==> src/rtl/sram_ctrl_pkg.sv <==
package sram_ctrl_pkg;

    typedef enum logic [2:0] {
        ST_IDLE,
        ST_RD,
        ST_RD_HZ,
        ST_WR_SU,
        ST_WR_PULSE,
        ST_WR_REC
    } bus_state_e;

    typedef struct packed {
        int rd_ns;
        int oe_ns;
        int wp_ns;
        int aw_ns;
        int dw_ns;
        int hz_ns;
    } grade_t;

    localparam grade_t GRADE_FAST = '{rd_ns: 55, oe_ns: 25, wp_ns: 40, aw_ns: 45, dw_ns: 20, hz_ns: 20};
    localparam grade_t GRADE_SLOW = '{rd_ns: 70, oe_ns: 35, wp_ns: 50, aw_ns: 60, dw_ns: 25, hz_ns: 25};

    function automatic int ns_to_cyc(input int ns, input int clk_ps);
        int c;
        c = (ns * 1000 + clk_ps - 1) / clk_ps;
        return (c < 1) ? 1 : c;
    endfunction

    function automatic int max2(input int a, input int b);
        return (a > b) ? a : b;
    endfunction

endpackage

==> src/rtl/sram_phase_cnt.sv <==
module sram_phase_cnt #(
    parameter int CNT_W = 4
) (
    input  logic             clk,
    input  logic             rst,
    input  logic             load,
    input  logic [CNT_W-1:0] load_val,
    output logic             done
);
    logic [CNT_W-1:0] cnt_q;

    always_ff @(posedge clk) begin
        if (rst)
            cnt_q <= '0;
        else if (load)
            cnt_q <= load_val;
        else if (cnt_q != '0)
            cnt_q <= cnt_q - 1'b1;
    end

    assign done = (cnt_q == '0);


    cnt_hold_chk: assert property (@(posedge clk) disable iff (rst)
        (!load && done) |=> done);
endmodule

==> src/rtl/sram_rd_capture.sv <==
module sram_rd_capture #(
    parameter int DATA_W = 8
) (
    input  logic              clk,
    input  logic              rst,
    input  logic              cap_en,
    input  logic [DATA_W-1:0] din,
    output logic              valid,
    output logic [DATA_W-1:0] data
);
    always_ff @(posedge clk) begin
        if (rst) begin
            valid <= 1'b0;
            data  <= '0;
        end else begin
            valid <= cap_en;
            if (cap_en)
                data <= din;
        end
    end
endmodule

==> src/rtl/sram_ctrl.sv <==
module sram_ctrl
    import sram_ctrl_pkg::*;
#(
    parameter int ADDR_W     = 17,
    parameter int DATA_W     = 8,
    parameter int CLK_PS     = 8000,
    parameter bit FAST_GRADE = 1'b1
) (
    input  logic              clk,
    input  logic              rst,
    input  logic              req_valid,
    output logic              req_ready,
    input  logic              req_write,
    input  logic [ADDR_W-1:0] req_addr,
    input  logic [DATA_W-1:0] req_wdata,
    input  logic              ret_req,
    output logic              rsp_valid,
    output logic [DATA_W-1:0] rsp_rdata,
    output logic [ADDR_W-1:0] mem_addr,
    output logic              mem_cs_n,
    output logic              mem_cs,
    output logic              mem_oe_n,
    output logic              mem_we_n,
    output logic [DATA_W-1:0] mem_dq_out,
    output logic              mem_dq_oe,
    input  logic [DATA_W-1:0] mem_dq_in
);
    localparam grade_t G      = FAST_GRADE ? GRADE_FAST : GRADE_SLOW;
    localparam int     RD_CYC = max2(ns_to_cyc(G.rd_ns, CLK_PS), ns_to_cyc(G.oe_ns, CLK_PS));
    localparam int     WR_CYC = max2(max2(ns_to_cyc(G.wp_ns, CLK_PS), ns_to_cyc(G.aw_ns, CLK_PS)),
                                     ns_to_cyc(G.dw_ns, CLK_PS));
    localparam int     HZ_CYC = ns_to_cyc(G.hz_ns, CLK_PS);
    localparam int     MAX_CYC = max2(max2(RD_CYC, WR_CYC), HZ_CYC);
    localparam int     CNT_W  = $clog2(MAX_CYC + 1);

    bus_state_e        state_q, state_d;
    logic              ld;
    logic [CNT_W-1:0]  ld_val;
    logic              phase_done;
    logic              cap_en;
    logic              accept;
    logic              sel;
    logic [ADDR_W-1:0] addr_q;
    logic [DATA_W-1:0] wdata_q;

    assign req_ready = (state_q == ST_IDLE) && !ret_req;
    assign accept    = req_valid && req_ready;

    always_comb begin
        state_d = state_q;
        ld      = 1'b0;
        ld_val  = '0;
        cap_en  = 1'b0;
        unique case (state_q)
            ST_IDLE: if (accept) begin
                ld = 1'b1;
                if (req_write) begin
                    state_d = ST_WR_SU;
                end else begin
                    state_d = ST_RD;
                    ld_val  = CNT_W'(RD_CYC - 1);
                end
            end
            ST_RD: if (phase_done) begin
                cap_en  = 1'b1;
                state_d = ST_RD_HZ;
                ld      = 1'b1;
                ld_val  = CNT_W'(HZ_CYC - 1);
            end
            ST_RD_HZ: if (phase_done) state_d = ST_IDLE;
            ST_WR_SU: begin
                state_d = ST_WR_PULSE;
                ld      = 1'b1;
                ld_val  = CNT_W'(WR_CYC - 1);
            end
            ST_WR_PULSE: if (phase_done) state_d = ST_WR_REC;
            ST_WR_REC: state_d = ST_IDLE;
            default: state_d = ST_IDLE;
        endcase
    end

    always_ff @(posedge clk) begin
        if (rst) begin
            state_q <= ST_IDLE;
            addr_q  <= '0;
            wdata_q <= '0;
        end else begin
            state_q <= state_d;
            if (accept) begin
                addr_q  <= req_addr;
                wdata_q <= req_wdata;
            end
        end
    end

    sram_phase_cnt #(.CNT_W(CNT_W)) u_cnt (
        .clk      (clk),
        .rst      (rst),
        .load     (ld),
        .load_val (ld_val),
        .done     (phase_done)
    );

    sram_rd_capture #(.DATA_W(DATA_W)) u_cap (
        .clk    (clk),
        .rst    (rst),
        .cap_en (cap_en),
        .din    (mem_dq_in),
        .valid  (rsp_valid),
        .data   (rsp_rdata)
    );

    assign sel        = (state_q == ST_RD) || (state_q == ST_WR_SU) ||
                        (state_q == ST_WR_PULSE) || (state_q == ST_WR_REC);
    assign mem_cs_n   = !sel;
    assign mem_cs     = sel;
    assign mem_oe_n   = (state_q != ST_RD);
    assign mem_we_n   = (state_q != ST_WR_PULSE);
    assign mem_dq_oe  = (state_q == ST_WR_SU) || (state_q == ST_WR_PULSE) || (state_q == ST_WR_REC);
    assign mem_dq_out = wdata_q;
    assign mem_addr   = addr_q;


    drv_vs_oe_chk: assert property (@(posedge clk) disable iff (rst)
        mem_dq_oe |-> mem_oe_n);

    oe_needs_sel_chk: assert property (@(posedge clk) disable iff (rst)
        !mem_oe_n |-> (mem_we_n && !mem_cs_n && mem_cs));

    we_setup_chk: assert property (@(posedge clk) disable iff (rst)
        $fell(mem_we_n) |-> ($past(mem_dq_oe) && $past(!mem_cs_n)));

    addr_stable_chk: assert property (@(posedge clk) disable iff (rst)
        (!mem_cs_n && $past(!mem_cs_n)) |-> $stable(mem_addr));

    rsp_pulse_chk: assert property (@(posedge clk) disable iff (rst)
        rsp_valid |=> !rsp_valid);

    ret_block_chk: assert property (@(posedge clk) disable iff (rst)
        ret_req |-> !req_ready);

    read_end_chk: assert property (@(posedge clk) disable iff (rst)
        $rose(mem_oe_n) |-> (mem_cs_n && !mem_dq_oe));
endmodule

==> config.mk <==
export PLATFORM = sky130hd
export DESIGN_NAME = sram_ctrl
export DESIGN_NICKNAME = d
export VERILOG_FILES = /design/src/rtl/sram_ctrl_pkg.sv /design/src/rtl/sram_phase_cnt.sv /design/src/rtl/sram_rd_capture.sv /design/src/rtl/sram_ctrl.sv
export SDC_FILE = /design/constraint.sdc
export NUM_CORES = 1
export LEC_CHECK = 0
export BUFFER_PORTS_ARGS = -buffer_cell sky130_fd_sc_hd__buf_4
export CORE_MARGIN = 3
export CORE_UTILIZATION = 47
export DETAILED_ROUTE_END_ITERATION = 8
export PLACE_DENSITY = 0.79
export SLEW_MARGIN = 5
export SYNTH_ARGS = -nofsm -noshare
export SYNTH_HDL_FRONTEND = slang
export SYNTH_HIERARCHICAL = 1
export SYNTH_SLANG_ARGS = --single-unit
==> constraint.sdc <==
create_clock -name clk -period 2.2 [get_ports clk]
set_input_delay 0.66 -clock clk [delete_from_list [all_inputs] [get_ports clk]]
set_output_delay 0.66 -clock clk [all_outputs]
set_load 0.05 [all_outputs]
==> results of run 1 <==
-- cell families (layout without fill, tap and decap cells) --
| kind of cell | count (synthesis) | in the layout | share of synthesized area (%) |
|---|---|---|---|
| AO/OA/AOI/OAI | 35 | 35 | 11.2 |
| adder cells (fa/ha/maj) | 2 | 2 | 1.37 |
| buffers and inverters | 25 | 96 | 6.78 |
| flip-flops | 40 | 40 | 43.8 |
| multiplexers | 9 | 9 | 5.00 |
| AND/OR/NAND/NOR | 86 | 86 | 31.9 |
-- sequential cells by signal, summed over array words and instances, names as in the netlist --
name,count
u_cnt/cnt_q,3
mem_dq_out,8
state_q,3
mem_addr,17
u_cap/data,8
u_cap/valid,1
-- how the worst max path moves through the flow --
stage / from / depth (start not counted) / end / slack [ps]
floorplan: ret_req / 1 / req_ready / 30
global placement: state_q[0]$_SDFFE_PP0P_ / 4 / mem_dq_oe / 340
detailed placement: state_q[0]$_SDFFE_PP0P_ / 4 / mem_dq_oe / 340
CTS: state_q[0]$_SDFFE_PP0P_ / 4 / mem_dq_oe / 5
global route: state_q[2]$_SDFFE_PP0P_ / 4 / mem_dq_oe / 30
finish: state_q[2]$_SDFFE_PP0P_ / 4 / mem_dq_oe / 140
-- metal layers --
layer / wire, um / vias to the layer above
li1: - / 825
met1: 1840 / 736
met2: 2090 / 45
met3: 173 / 5
met4: 44 / 0
met5: 0 / -
-- worst min-delay path, cell delays in order (launching register included) --
cell,delay (ps)
dfxtp_1,310
nand2b_1,60
o21ai_1,50
-- cell usage in the layout (no fill, tap or decap), drive strengths merged, types with 2 or more instances in the layout --
cell type / instances
a2111oi: 3
a21oi: 2
buf: 80
clkbuf: 7
dfxtp: 40
ha: 2
inv: 8
mux2i: 8
nand2: 5
nand2b: 27
nand4b: 25
nor2: 10
nor2b: 8
nor3: 2
nor4: 2
nor4b: 2
o21ai: 27
o31ai: 2
-- through the flow --
stage / instances / utilization [%]
3_3_place_gp: 308 / 64.8
6_report: 316 / 67.4
2_1_floorplan: 197 / -
4_1_cts: 316 / 67.3
3_5_place_dp: 308 / 64.8
5_1_grt: 316 / 67.4
-- final cells by class --
cell class	instances	area, um^2
Multi-Input combinational cell	132	918
Inverter	8	30.0
Tap cell	48	60.1
Clock buffer	7	86.3
Fill cell	332	1210
Sequential cell	40	803
Clock inverter	1	7.51
Timing Repair Buffer	80	601
-- power by group --
part	leakage [nW]	internal, mW	switching (mW)
sequential	0.327	0.810	0.0682
clock	0.0445	0.255	0.240
combinational	0.674	0.321	0.523
total	1.05	1.39	0.831
==> metrics, run 1 <==
number of cells on the worst hold path 2; LEAKAGE 1.05 nW; first-pass GRT wire length 6560 um; post-layout min period 2060 ps; Setup-failing EPs final 0; antenna fix cells 0; max cap viols 0; antenna viol nets, final 0; wire per inst 13.1 um; Placement Cell Area 2410 um^2; DIE HEIGHT 68.4 um; Hold EP mem_dq_out[7]$_SDFFE_PP0P_; clk slew on worst S/H paths 70 ps; CTS tree done; total gr overflow 0; dpl hpwl 2850 um; Yosys top cell area share 43.8%; Synth Register Bits 40; Slew Viols, Final 0; width of the die 68.4 um; initial antenna violation count 0; DR iter-0 viols 118; final setup TNS 0 ps; total track usage 18.5%; CTS Buf Count 5; crit-path max FO 9; GP Congestion 0.809; Post-CTS Setup Repair Bufs 0; clk root buf clkbuf_8; HP Start mem_dq_out[7]$_SDFFE_PP0P_; final worst-path cycle share 93.6%; Primary FF master, synth dfxtp_1; largest net degree at the start of global routing 66; Final Instance Area 2510 um^2; CP max-delay cell dfxtp_1; synth warn 6; VDD IR-drop max 0.566 mV; met2 usage 30.7%; CP peak stage delay 570 ps; M1 GR Usage 22.9%; area leader, netlist dfxtp_1; full die area 4670 um^2; Seq/Total Area, Yosys 43.8%; H-tree depth 2; Max Fclk 486 MHz; Setup Skew 2.57 ps; GR Layer Usage met3 4.11%; clk_lat worst skew 280 ps; Synth area leaders dfxtp_1 (44%), nand4b_1 (12%), nand2b_1 (9.2%); Cell Area, Synth 1830 um^2; cell count after synthesis 197; Worst Max-Slew Pin Slew 489 ps; post-layout worst setup margin 141 ps; vias in the first global route 1468; Reg2Reg Setup Slack 310 ps; EDFF count, synth 0; core box area 3720 um^2; routed wire length 4150 um; critical path type flop to output pin; share of cells above drive strength 1 36.2%; Post-CTS Resized 0; Max clock buf depth 2; slew margin rel. 67.4%; crit path DAT 1400 ps; delay-heaviest family, CP flip-flops; Starting Density 49.2%; worst r2r dst u_cnt/cnt_q[0]$_SDFFE_PP0P_; syn_nets 237; syn_area_per_cell 9.28 um^2; hold slack 463 ps; Netlist cell types 31; top post-synthesis cells by count dfxtp_1 (40), nand2b_1 (27), nand4b_1 (25); status finished clean; via count 1611; num rows 22; Vias/cell 5.10; Final nets 307; area grow syn2layout 37.1%; asr flop ratio synth 0%; worst slack, placed 337 ps; Initial DRT Pass Iterations 5; clock sink count 40; hold buffer count at cts 0; RSZ-0062 raised after global routing no; I/O pin cnt 78; kind of end point of the critical path output pin; CP Data Required Time 1540 ps; worst-case reg-to-reg path depth 8; Power, Total 2.22 mW; Final Hold Vio Count 0; cell with the most instances after synthesis dfxtp_1; Reg-to-Reg Start u_cnt/cnt_q[0]$_SDFFE_PP0P_; WP buf/inv 1; residual DRC count 0; port bufs 77; grt peak-use layer met2; hold crit path type flop to flop; pwr dens 885 nW/um^2; crit-path cells nor2b_2 -> nand2_1 -> o21ai_1 -> buf_4; Worst Setup Start Kind flop
Power figures use the tool's default switching activity.
==> run 2: changes to the inputs <==
--- a/config.mk
+++ b/config.mk
@@ -6,10 +6,12 @@
 export NUM_CORES = 1
 export LEC_CHECK = 0
 export BUFFER_PORTS_ARGS = -buffer_cell sky130_fd_sc_hd__buf_4
+export CELL_PAD_IN_SITES_DETAIL_PLACEMENT = 0
+export CELL_PAD_IN_SITES_GLOBAL_PLACEMENT = 2
 export CORE_MARGIN = 3
-export CORE_UTILIZATION = 47
+export CORE_UTILIZATION = 27
 export DETAILED_ROUTE_END_ITERATION = 8
-export PLACE_DENSITY = 0.79
+export PLACE_DENSITY_LB_ADDON = 0.1
 export SLEW_MARGIN = 5
 export SYNTH_ARGS = -nofsm -noshare
 export SYNTH_HDL_FRONTEND = slang
==> metrics, run 2 (synthesized netlist as in run 1, its figures left out) <==
Vias/cell 4.70 (was 5.10); routed wire length 4850 um (was 4150 um); Post-CTS Resized 0 (unchanged); CP peak stage delay 430 ps (was 570 ps); WP buf/inv 1 (unchanged); Setup-failing EPs final 0 (unchanged); slew margin rel. 65.6% (was 67.4%); kind of end point of the critical path output pin (unchanged); Worst Setup Start Kind flop (unchanged); Initial DRT Pass Iterations 4 (was 5); CP Data Required Time 1540 ps (about the same); crit path DAT 1430 ps (was 1400 ps); hold slack 465 ps (was 463 ps); clk_lat worst skew 290 ps (was 280 ps); area grow syn2layout 40.0% (was 37.1%); CTS Buf Count 5 (unchanged); LEAKAGE 1.06 nW (was 1.05 nW); clock sink count 40 (unchanged); Placement Cell Area 2450 um^2 (was 2410 um^2); Final Instance Area 2560 um^2 (was 2510 um^2); H-tree depth 2 (unchanged); num rows 29 (was 22); hold buffer count at cts 0 (unchanged); final setup TNS 0 ps (unchanged); Max clock buf depth 2 (unchanged); HP Start mem_addr[5]$_SDFFE_PP0P_ (was mem_dq_out[7]$_SDFFE_PP0P_); crit-path cells nor2b_1 -> nand2_1 -> o21ai_1 -> buf_4 (was nor2b_2 -> nand2_1 -> o21ai_1 -> buf_4); pwr dens 909 nW/um^2 (was 885 nW/um^2); CP Launch Point state_q[2]$_SDFFE_PP0P_ (unchanged); via count 1626 (was 1611); wire per inst 14.0 um (was 13.1 um); Post-CTS Setup Repair Bufs 0 (unchanged); initial antenna violation count 0 (unchanged); vias in the first global route 1682 (was 1468); total gr overflow 0 (unchanged); CP max-delay cell dfxtp_1 (unchanged); Starting Density 28.3% (was 49.2%); DR iter-0 viols 84 (was 118); status finished clean (unchanged); largest net degree at the start of global routing 66 (unchanged); delay-heaviest family, CP flip-flops (unchanged); clk slew on worst S/H paths 80 ps (was 70 ps); Final nets 308 (was 307); most common cell after layout, fill and taps aside buf_4 (unchanged); Power, Total 2.33 mW (was 2.22 mW); max reg flops 17 (unchanged); Max Fclk 479 MHz (was 486 MHz); Final Hold Vio Count 0 (unchanged); Worst Max-Slew Pin Slew 516 ps (was 489 ps); CTS tree done (unchanged); width of the die 88.3 um (was 68.4 um); hold crit path type flop to flop (unchanged); Slew Viols, Final 0 (unchanged); antenna viol nets, final 0 (unchanged); full die area 7790 um^2 (was 4670 um^2); total track usage 12.4% (was 18.5%); Layout Cells excl Fill 346 (was 316); RSZ-0062 raised after global routing no (unchanged); DP Cell Count 338 (was 308); VDD IR-drop max 0.559 mV (was 0.566 mV); dpl hpwl 3200 um (was 2850 um); residual DRC count 0 (unchanged); DIE HEIGHT 88.3 um (was 68.4 um); Setup Skew 3.70 ps (was 2.57 ps); max cap viols 0 (unchanged); core box area 6460 um^2 (was 3720 um^2); clk root buf clkbuf_8 (unchanged); first-pass GRT wire length 7690 um (was 6560 um); port bufs 77 (unchanged); GP Congestion 0.684 (was 0.809); crit-path max FO 9 (unchanged); antenna fix cells 0 (unchanged); I/O pin cnt 78 (unchanged); Reg-to-Reg Start u_cnt/cnt_q[0]$_SDFFE_PP0P_ (unchanged); post-layout min period 2090 ps (was 2060 ps); final worst-path cycle share 94.9% (was 93.6%); share of cells above drive strength 1 35.3% (was 36.2%); commonest non-fill, non-tap cells in the layout buf_4 (81), dfxtp_1 (40), nand2b_1 (27) (was buf_4 (80), dfxtp_1 (38), nand2b_1 (27)); critical path type flop to output pin (unchanged)
==> run 2: cell types whose count changed in the layout (fill, tap and decap cells not counted), sizes merged <==
cell,previous run,this run
bufinv,0,1
buf,80,81
clkinv,0,1
clkinvlp,1,0
clkbuf,7,6
==> run 2: path summary, 6_finish.rpt <==
check / to / slack (ps) / cells after the start
hold reg to reg: mem_addr[5]$_SDFFE_PP0P_ / 470 / 2
hold / removal: mem_addr[5]$_SDFFE_PP0P_ / 470 / 2
setup reg to reg: u_cnt/cnt_q[1]$_SDFFE_PP0P_ / 320 / 8
setup / recovery: mem_dq_oe / 110 / 4
==> run 2: layer usage <==
metal	global-route usage (%)	routed length (um)
met5	0	0
met4	2.88	27
met3	4.75	358
met2	19.7	2180
met1	16.0	2280
==> run 2: cell type report <==
| cell class | instances | area (um^2) |
|---|---|---|
| tap | 77 | 96.3 |
| inverter | 8 | 30.0 |
| multi-input combinational | 132 | 916 |
| fill | 680 | 3900 |
| clock buffer | 6 | 72.6 |
| timing repair buffer | 81 | 608 |
| clock inverter | 2 | 35.0 |
| sequential | 40 | 801 |
==> run 2: power breakdown <==
| part | internal (mW) | total [mW] | switching [mW] |
|---|---|---|---|
| Combinational | 0.325 | 0.865 | 0.540 |
| Sequential | 0.808 | 0.872 | 0.0638 |
| Clock | 0.337 | 0.589 | 0.252 |
==> run 2: per-stage QoR <==
stage | utilization (%) | worst slack, ps
after detailed placement | 38.0 | 297
after global routing | 39.6 | 26.7
final | 39.6 | 112
after CTS | 39.6 | 114
after floorplan | - | 27.8
after global placement | 38.0 | 311
==> run 2: tightest hold or removal path, cell delays in order (launching register included) <==
cell and delay (ps):
dfxtp_1 310, nand2b_1 60, o21ai_1 50
==> run 3: changes to the inputs <==
--- a/config.mk
+++ b/config.mk
@@ -9,7 +9,7 @@
 export CELL_PAD_IN_SITES_DETAIL_PLACEMENT = 0
 export CELL_PAD_IN_SITES_GLOBAL_PLACEMENT = 2
 export CORE_MARGIN = 3
-export CORE_UTILIZATION = 27
+export CORE_UTILIZATION = 24
 export DETAILED_ROUTE_END_ITERATION = 8
 export PLACE_DENSITY_LB_ADDON = 0.1
 export SLEW_MARGIN = 5
==> constraint.sdc (replaced) <==
create_clock -name clk -period 1.7 [get_ports clk]
set_input_delay 0.51 -clock clk [delete_from_list [all_inputs] [get_ports clk]]
set_output_delay 0.51 -clock clk [all_outputs]
set_load 0.05 [all_outputs]
==> metrics, run 3 (synthesized netlist as in run 1, its figures left out) <==
area grow syn2layout 60.6% (was 40.0%); clk root buf clkbuf_8 (unchanged); via count 1689 (was 1626); Placement Cell Area 2630 um^2 (was 2450 um^2); Starting Density 24.9% (was 28.3%); post-layout worst setup margin -58.9 ps (was 112 ps); clk slew on worst S/H paths 80 ps (about the same); port bufs 77 (unchanged); crit path DAT 1250 ps (was 1430 ps); CP max-delay cell dfxtp_2 (was dfxtp_1); LEAKAGE 1.22 nW (was 1.06 nW); width of the die 93.3 um (was 88.3 um); Vias/cell 4.38 (was 4.70); CP peak stage delay 350 ps (was 430 ps); initial antenna violation count 0 (unchanged); Reg-to-Reg Start u_cnt/cnt_q[1]$_SDFFE_PP0P_ (was u_cnt/cnt_q[0]$_SDFFE_PP0P_); Worst Max-Slew Pin Slew 543 ps (was 516 ps); dpl hpwl 3400 um (was 3200 um); GP Congestion 0.707 (was 0.684); max cap viols 0 (unchanged); post-layout min period 1760 ps; residual DRC count 0 (unchanged); clock sink count 40 (unchanged); Final Hold Vio Count 0 (unchanged); Max Fclk 569 MHz; crit-path cells buf_4 -> nor4_4 -> buf_6 (was nor2b_1 -> nand2_1 -> o21ai_1 -> buf_4); status complete, but fails checks (was finished clean); Final nets 326 (was 308); final worst-path cycle share 103%; total track usage 11.4% (was 12.4%); CP Launch Point state_q[2]$_SDFFE_PP0P_ (unchanged); VDD IR-drop max 0.301 mV (was 0.559 mV); failing checks setup timing; Worst Setup Start Kind flop (unchanged); Initial DRT Pass Iterations 4 (unchanged); num rows 31 (was 29); clk_lat worst skew 290 ps (about the same); I/O pin cnt 78 (unchanged); Setup-failing EPs final 2 (was 0); antenna viol nets, final 0 (unchanged); pwr dens 1200 nW/um^2 (was 909 nW/um^2); largest net degree at the start of global routing 66 (unchanged); DR iter-0 viols 54 (was 84); hold buffer count at cts 0 (unchanged); crit-path max FO 4 (was 9); CP Data Required Time 1190 ps (was 1540 ps); HP Start mem_dq_in[7] (was mem_addr[5]$_SDFFE_PP0P_); Setup Skew 7.11 ps (was 3.70 ps); most common cell after layout, fill and taps aside buf_4 (unchanged); commonest non-fill, non-tap cells in the layout buf_4 (85), dfxtp_1 (35), nand2b_1 (25), nand4b_1 (25), o21ai_1 (20) (was buf_4 (81), dfxtp_1 (40), nand2b_1 (27)); RSZ-0062 raised after global routing yes (was no); CTS Buf Count 5 (unchanged); slew margin rel. 63.8% (was 65.6%); wire per inst 13.4 um (was 14.0 um); kind of end point of the critical path output pin (unchanged); core box area 7330 um^2 (was 6460 um^2); share of cells above drive strength 1 47.7% (was 35.3%); full die area 8700 um^2 (was 7790 um^2); total gr overflow 0 (unchanged); vias in the first global route 1572 (was 1682); routed wire length 5170 um (was 4850 um); Power, Total 3.51 mW (was 2.33 mW); hold crit path type input port to flop (was flop to flop); Slew Viols, Final 0 (unchanged); H-tree depth 2 (unchanged); max reg flops 17 (unchanged); first-pass GRT wire length 7800 um (was 7690 um); Final Instance Area 2940 um^2 (was 2560 um^2); CTS tree done (unchanged); DIE HEIGHT 93.3 um (was 88.3 um); Max clock buf depth 2 (unchanged); antenna fix cells 0 (unchanged); critical path type flop to output pin (unchanged)
## run 3: power by group
part | internal, mW | switching (mW) | leakage (nW)
Sequential | 1.05 | 0.0733 | 0.328
Combinational | 0.707 | 0.841 | 0.830
Clock | 0.481 | 0.356 | 0.0614
## run 3: path summary, 6_finish.rpt
| path | slack [ps] | cells after the start | endpoint |
|---|---|---|---|
| setup / recovery | -60 | 3 | req_ready |
| hold / removal | 450 | 3 | u_cap/data[7]$_SDFFE_PP0P_ |
| setup reg to reg | 80 | 10 | u_cap/data[0]$_SDFFE_PP0P_ |
| hold reg to reg | 470 | 2 | mem_addr[7]$_SDFFE_PP0P_ |
## run 3: repair_timing
action / in CTS / in global routing
cloned: 0 / 1
pin swaps: 1 / 4
endpoints found under the setup margin: 9 / 17
setup buffers: 1 / 3
gates resized for setup: 16 / 21
## run 3: final cells by class
type | count | area, um^2
Timing Repair Buffer | 99 | 831
Clock inverter | 2 | 38.8
Inverter | 8 | 36.3
Tap cell | 99 | 124
Fill cell | 762 | 4400
Multi-Input combinational cell | 132 | 1020
Sequential cell | 40 | 807
Clock buffer | 6 | 82.6
## run 3: worst max-delay path, delay by kind of cell, from the launching register on
family	cells	cell delay [ps]
DFF	1	350
buffers and inverters	2	360
and+or+nand+nor	1	250
## run 3: per-layer routing
layer / global-route usage (%) / vias to the layer above / part of all wire (%)
met2: 18.4 / 45 / 47
met1: 14.3 / 771 / 44
met4: 4.40 / 0 / 1.5
met5: 0 / - / 0
li1: - / 865 / -
met3: 3.22 / 8 / 6.9
## run 3: stage by stage
stage / hold WS, ps / setup WS, ps / util [%] / setup TNS [ps] / cells
2_1_floorplan: 557 / -58.7 / - / -58.7 / 197
3_3_place_gp: 452 / -13.8 / 35.8 / -16.2 / 373
3_5_place_dp: 461 / -45.5 / 35.8 / -70.0 / 373
4_1_cts: 439 / -77.0 / 38.2 / -247 / 382
5_1_grt: 460 / -112 / 40.0 / -571 / 386
6_report: 449 / -58.9 / 40.0 / -116 / 386
